`src/rtl/wake_pkg.sv`:
```
package wake_pkg;
  typedef enum logic {
    WAKE_IDLE = 1'b0,
    WAKE_ADDR = 1'b1
  } wake_mode_e;
endpackage

```
`src/rtl/wake_marker.sv`:
```
module wake_marker #(
  parameter int WORD_W = 9
) (
  input  logic [WORD_W-1:0] rx_word,
  input  logic              len9,
  output logic              marker
);
  localparam int HI_BIT = WORD_W - 1;
  localparam int LO_BIT = WORD_W - 2;

  generate
    if (WORD_W >= 2) begin : g_two_len
      always_comb marker = len9 ? rx_word[HI_BIT] : rx_word[LO_BIT];
    end else begin : g_one_len
      always_comb marker = rx_word[0] & (len9 | ~len9);
    end
  endgenerate
endmodule

```
`src/rtl/wake_sleep_reg.sv`:
```
module wake_sleep_reg
  import wake_pkg::*;
(
  input  logic       clk,
  input  logic       rst,
  input  logic       sleep_req,
  input  wake_mode_e mode,
  input  logic       char_done,
  input  logic       marker,
  input  logic       idle_det,
  output logic       sleep,
  output logic       pass_char,
  output logic       pass_idle
);
  logic wake_idle, wake_addr;

  always_comb begin
    wake_idle = sleep && (mode == WAKE_IDLE) && idle_det;
    wake_addr = sleep && (mode == WAKE_ADDR) && char_done && marker;
    pass_char = char_done && (!sleep || wake_addr);
    pass_idle = idle_det && !sleep;
  end

  always_ff @(posedge clk) begin
    if (rst)                       sleep <= 1'b0;
    else if (sleep_req)            sleep <= 1'b1;
    else if (wake_idle || wake_addr) sleep <= 1'b0;
  end

  // a software request always leaves the receiver asleep
  a_r2_sleep_set: assert property (@(posedge clk) disable iff (rst)
    sleep_req |=> sleep);
  // in address-mark mode an idle line never wakes
  a_r9_idle_no_wake: assert property (@(posedge clk) disable iff (rst)
    (sleep && mode == WAKE_ADDR && !char_done) |=> sleep);
  // in idle-line mode a character never wakes
  a_r10_char_no_wake: assert property (@(posedge clk) disable iff (rst)
    (sleep && mode == WAKE_IDLE && !idle_det) |=> sleep);
endmodule

```
`src/rtl/wake_flag_out.sv`:
```
module wake_flag_out (
  input  logic clk,
  input  logic rst,
  input  logic pass_char,
  input  logic pass_idle,
  output logic rx_full_stb,
  output logic idle_stb
);
  always_ff @(posedge clk) begin
    if (rst) begin
      rx_full_stb <= 1'b0;
      idle_stb    <= 1'b0;
    end else begin
      rx_full_stb <= pass_char;
      idle_stb    <= pass_idle;
    end
  end
endmodule

```
`src/rtl/rx_wake_ctrl.sv`:
```
module rx_wake_ctrl
  import wake_pkg::*;
#(
  parameter int WORD_W = 9
) (
  input  logic              clk,
  input  logic              rst,
  input  logic              sleep_req,
  input  logic              wake_sel,
  input  logic              len9,
  input  logic              char_done,
  input  logic [WORD_W-1:0] rx_word,
  input  logic              idle_det,
  output logic              sleep,
  output logic              rx_full_stb,
  output logic              idle_stb
);
  logic       marker, pass_char, pass_idle;
  wake_mode_e mode;

  assign mode = wake_mode_e'(wake_sel);

  wake_marker #(.WORD_W(WORD_W)) u_marker (
    .rx_word(rx_word), .len9(len9), .marker(marker));

  wake_sleep_reg u_sleep (
    .clk(clk), .rst(rst), .sleep_req(sleep_req), .mode(mode),
    .char_done(char_done), .marker(marker), .idle_det(idle_det),
    .sleep(sleep), .pass_char(pass_char), .pass_idle(pass_idle));

  wake_flag_out u_flags (
    .clk(clk), .rst(rst), .pass_char(pass_char), .pass_idle(pass_idle),
    .rx_full_stb(rx_full_stb), .idle_stb(idle_stb));

  // awake receiver reports every character
  a_r3_awake_full: assert property (@(posedge clk) disable iff (rst)
    (char_done && !sleep) |=> rx_full_stb);
  // idle strobe only when awake
  a_r6_idle_gate: assert property (@(posedge clk) disable iff (rst)
    idle_det |=> (idle_stb == !$past(sleep)));
  // marked character wakes in address-mark mode
  a_r7_addr_wake: assert property (@(posedge clk) disable iff (rst)
    (sleep && wake_sel && char_done && marker && !sleep_req) |=> (!sleep && rx_full_stb));
  // asleep without a marker, nothing is reported
  a_r4_asleep_quiet: assert property (@(posedge clk) disable iff (rst)
    (sleep && char_done && !(wake_sel && marker)) |=> !rx_full_stb);
endmodule

```
`config.mk`:
```
export PLATFORM = sky130hd
export DESIGN_NAME = rx_wake_ctrl
export DESIGN_NICKNAME = d
export VERILOG_FILES = /design/src/rtl/wake_pkg.sv /design/src/rtl/wake_marker.sv /design/src/rtl/wake_sleep_reg.sv /design/src/rtl/wake_flag_out.sv /design/src/rtl/rx_wake_ctrl.sv
export SDC_FILE = /design/constraint.sdc
export NUM_CORES = 1
export LEC_CHECK = 0
export CAP_MARGIN = 20
export CORE_AREA = 10 10 47 49
export DETAILED_ROUTE_END_ITERATION = 10
export DIE_AREA = 0 0 57 59
export PLACE_DENSITY = 0.36
export SYNTH_ARGS = -nofsm -noshare
export SYNTH_HDL_FRONTEND = slang
export SYNTH_SLANG_ARGS = --single-unit
```
`constraint.sdc`:
```
create_clock -name clk -period 0.9 [get_ports clk]
set_input_delay 0.225 -clock clk [delete_from_list [all_inputs] [get_ports clk]]
set_output_delay 0.225 -clock clk [all_outputs]
set_load 0.05 [all_outputs]
```
# ---- After elaboration in Yosys (flattened, before gate mapping)
# Index checks and enable logic that the tools add are counted.
dict set report word_totals {
  regBits 3
  latchBits 0
  ramBits 0
  mem_bits_ro 0
  input_bits 16
  out_inout_bits 3
  wordCells 18
  n_memories 0
}
dict set report op_classes {
  n_addsub 0
  mul 0
  n_div 0
  n_lt_le_gt_ge 0
  eq_ne 0
  shifts 0
  muxes 3
  bitwise_logic 1
  n_reduce_logical 11
}
# op n
set op_table {}
lappend op_table {{1-bit logical AND} 7}
lappend op_table {{1-bit two-way mux} 3}
lappend op_table {{1-bit logical OR} 2}
lappend op_table {{2-bit nonzero test} 1}
lappend op_table {{1-bit logical NOT} 1}
lappend op_table {{1-bit NOT} 1}

# ---- Depth between registers and ports, before layout
# Gate-level depths: netlist of the first run.
dict set report depth {
  word_depth 6
  mapped_depth 3
  ltp_nobuf 3
}

# ---- Hierarchy
# From an unflattened synthesis of the first run, not the netlist that was laid out.
dict set report unflattened {
  hier_cells 14
  area_unflattened_um2 136.4
}
# module instances cells_per_inst area_per_inst_um2 seq_area_each_um2
set modules_own_cells {}
lappend modules_own_cells {wake_sleep_reg 1 9 68.8 20.0}
lappend modules_own_cells {wake_flag_out 1 4 52.6 40.0}
lappend modules_own_cells {wake_marker 1 1 15.0 0.0}

# ---- Worst setup path before layout of the first run
# No wires, ideal clock.
dict set report synth_timing {
  kind {register to register}
  from {register u_sleep.sleep}
  to {register u_flags.rx_full_stb}
  setup_ps 115
  t_arrival_ps 951
  t_required_ps 785
  setup_slack_ps -167
  stages_incl_launch_ff 3
  n_path_buf 0
  synth_period_minus_slack_ps 1067
  cell_sequence {dfxtp_1 o21ai_0 and3b_1}
}
dict set report synth_via {
  elab_chain_len 5
  elab_cells_between_ends 6
  cone_classes {reduce/logical (6)}
}
# item line_no
set synth_lines {}
lappend synth_lines {{from (decl)} wake_sleep_reg.sv:11} ;# output logic sleep,
lappend synth_lines {{from (signal assigned)} wake_sleep_reg.sv:25} ;# if (rst) sleep <= 1'b0;
lappend synth_lines {{from (signal assigned)} wake_sleep_reg.sv:26} ;# else if (sleep_req) sleep <= 1'b1;
lappend synth_lines {{from (signal assigned)} wake_sleep_reg.sv:27} ;# else if (wake_idle || wake_addr) sleep <= 1'b0;
lappend synth_lines {{1-bit logical AND (3 in series)} wake_sleep_reg.sv:19} ;# wake_addr = sleep && (mode == WAKE_ADDR) && char_done && marker;
lappend synth_lines {{1-bit logical OR *} wake_sleep_reg.sv:20} ;# pass_char = char_done && (!sleep || wake_addr);
lappend synth_lines {{1-bit logical AND *} wake_sleep_reg.sv:20}
lappend synth_lines {{to (signal assigned)} wake_flag_out.sv:14} ;# rx_full_stb <= pass_char;
lappend synth_lines {{to (decl)} wake_flag_out.sv:6} ;# output logic rx_full_stb,
# Every way passes the cells marked *; elsewhere a longest branch is shown, timed or not.
# A chain may end at the register's enable or synchronous reset.

# ---- Final worst setup path of the first run
dict set report layout_timing {
  from {register u_sleep.sleep}
  to {output port sleep}
}
# item line_no
set layout_lines {}
lappend layout_lines {{to (decl)} rx_wake_ctrl.sv:14} ;# output logic sleep,
# No word-level cell between the ends.

==> flow_summary.ini, run 1 <==
[global_route]
met1_usage_pct = 3.88
grt_antenna_before_repair = 0
grt_pass1_vias = 165
grt-ovfl-total = 0
grt_pass1_wl_um = 800
use_met3_pct = 4.08
grt_max_degree = 4
grt_use_total_pct = 3.53
top_usage_layer = met3
grt_util_met2_pct = 2.79

[layout]
fillers = 158
ff_latch_area_um2 = 66.3
syn_to_final_growth_pct = 195
nets = 46
drive_gt1_share_pct = 48.3
antenna_cells = 0
fin_util_pct = 23.9
stdcell_area_um2 = 335
multiInputGateArea_um2 = 58.8

[floorplanning]
die_w_um = 57
core.rowCount = 14
core_mm2 = 0.00140
initial_core_util_pct = 8.12
die_y_um = 59
dieArea_mm2 = 0.00336
io_pins = 19

[run]
cap_violations = 0

[status]
outcome = finished with violations
violations = negative setup slack

[clocking]
insertion_delay_ns = 0.23
cts_buffer_depth = 2
ctsHoldBuffers = 0
htree_levels = 1
cts_made_buffers = 3
cts_tree = built
path_clk_slew_ns = 0.04
cts_root_buffer = clkbuf_4
cts.sinks = 3

[critical_path]
start_kind = register
crit_chain = buf_12
cp-startpoint = u_sleep.sleep
cp.arrival_ns = 0.72
cp_slowest_cell = dfxtp_4
r2r-start = u_sleep.sleep
cp_max_fo = 2
worstSetupPathType = reg2out
endpoint_kind = primary output
critPathTopFamily = flip-flops
crit_buf_inv = 1
cp.required_ns = 0.67
cp_slowest_stage_delay_ns = 0.34

[route]
vias = 150
post_drt_wl_per_cell_um = 11.4
detail-route-antenna-nets = 0
wl_um = 515
firstDrtPassIters = 4
drt_iter0_drc = 4
viasPerCell = 3.33
drc = 0

[synthesis]
syn_area_per_cell_um2 = 9.49
netlist_instances = 12
ys.warnings.count = 0
synth_nets = 28
netlist_area_um2 = 114
yosysSeqAreaShare_pct = 52.7
ys_types = 9
ys_ff_latch = 3

[sta]
post-route-min-period_ns = 0.945
drv_slew = 0
fin_crit_sh_pct = 105
max_slew_margin_pct = 85.7
clock.fmax_mhz = 1060
finalSetupViolCount = 3
tightestPinTransition_ns = 0.210
timing.hold.ws_ns = 0.309
hold_viol_final = 0
rsz0062_at_grt = yes
worst_slack_ns = -0.0452
fin_worst_skew_ns = 0.00214

[place]
dp_hpwl_um = 394
routabilityCongestion = 0.624
post_dp_cell_area_um2 = 283
port_buffers = 11
place_ws_ns = -0.419

[worst_hold_path]
hp-start = char_done
hp-class = in2reg

[pwr]
p_leak_uw = 0.000160
power_uw = 516
peakVddDrop_mv = 0.253
power.density_mw_per_mm2 = 1540
## timing repair
action                     4_1_cts  5_1_grt
setup buffers                    1        0
pin swaps                        3        1
setup endpoints to repair        5        5
resized for setup                7        5
## synth_stat cells (all sizes together)
master | number | area, µm²
nor3 | 1 | 5.00
o221ai | 1 | 8.76
and3b | 1 | 8.76
dfxtp | 3 | 60.1
a21oi | 1 | 5.00
nand2 | 1 | 3.75
mux2i | 1 | 10.0
o21ai | 1 | 5.00
inv | 2 | 7.51
## metrics by stage
step,TNS [ns],cells
final,-0.0816,45
after global routing,-0.133,45
after CTS,-0.110,45
after detailed placement,-0.908,40
after global placement,-0.847,40
after floorplan,0,12
## routing by layer
layer  up-vias  wire (µm)  share of wire (%)
met2        12        165                 32
met1        62        252                 49
met4         0          0                  0
met5         -          0                  0
li1         76          -                  -
met3         0         97                 19
## cells in the final DEF, fill, tap and decap left out, drive strengths merged
cell and count:
dfxtp 3, and3b 1, mux2i 1, a21oi 1, buf 5, clkbuf 4, o21ai 1, o221ai 1
inv 2, dlymetal6s2s 2, clkdlybuf4s50 3, nand2 1, nor3 1, dlygate4sd2 3
## report_power, final
part	switching (µW)	leakage, µW	internal, µW
clock	71.1	0.0000150	166
sequential	7.51	0.0000261	142
combinational	55.5	0.000118	72.9
## area by class of cell
type                    instances  area share [%]
well taps                      16            5.97
clock buffers                   4            7.84
multi-input cells               7            17.5
flip-flops and latches          3            19.8
repair buffers                 13            46.6
inverters                       2            2.24
## cell families (layout without fill, tap and decap cells)
logic type	Yosys count	after routing	share of synthesized area, %
buffers and inverters	2	19	6.60
flip-flops	3	3	52.7
multiplexers	1	1	8.79
AO/OA/AOI/OAI	3	3	16.5
AND/OR/NAND/NOR	3	3	15.4
## state kept, by name (all words and copies together) (netlist names)
register	cells
u_sleep.sleep	1
u_flags.rx_full_stb	1
u_flags.idle_stb	1
## worst paths after layout
| check | cells past startpoint | slack (ns) | to |
|---|---|---|---|
| worst max-delay path | 1 | -0.05 | sleep |
| worst min-delay path | 2 | 0.31 | u_flags.rx_full_stb |
| worst max register to register | 3 | 0.08 | u_flags.rx_full_stb |
| worst min register to register | 2 | 0.56 | u_flags.idle_stb |
No activity file was read; power rests on OpenSTA's default activity.
==> run 2, diff against run 1 <==
--- a/config.mk
+++ b/config.mk
@@ -9,6 +9,7 @@
 export CORE_AREA = 10 10 47 49
 export DETAILED_ROUTE_END_ITERATION = 10
 export DIE_AREA = 0 0 57 59
+export HOLD_SLACK_MARGIN = 0.06
 export PLACE_DENSITY = 0.36
 export SYNTH_ARGS = -nofsm -noshare
 export SYNTH_HDL_FRONTEND = slang
==> results of run 2 <==
Final layout, timing and power as in run 1 (identical DEF).
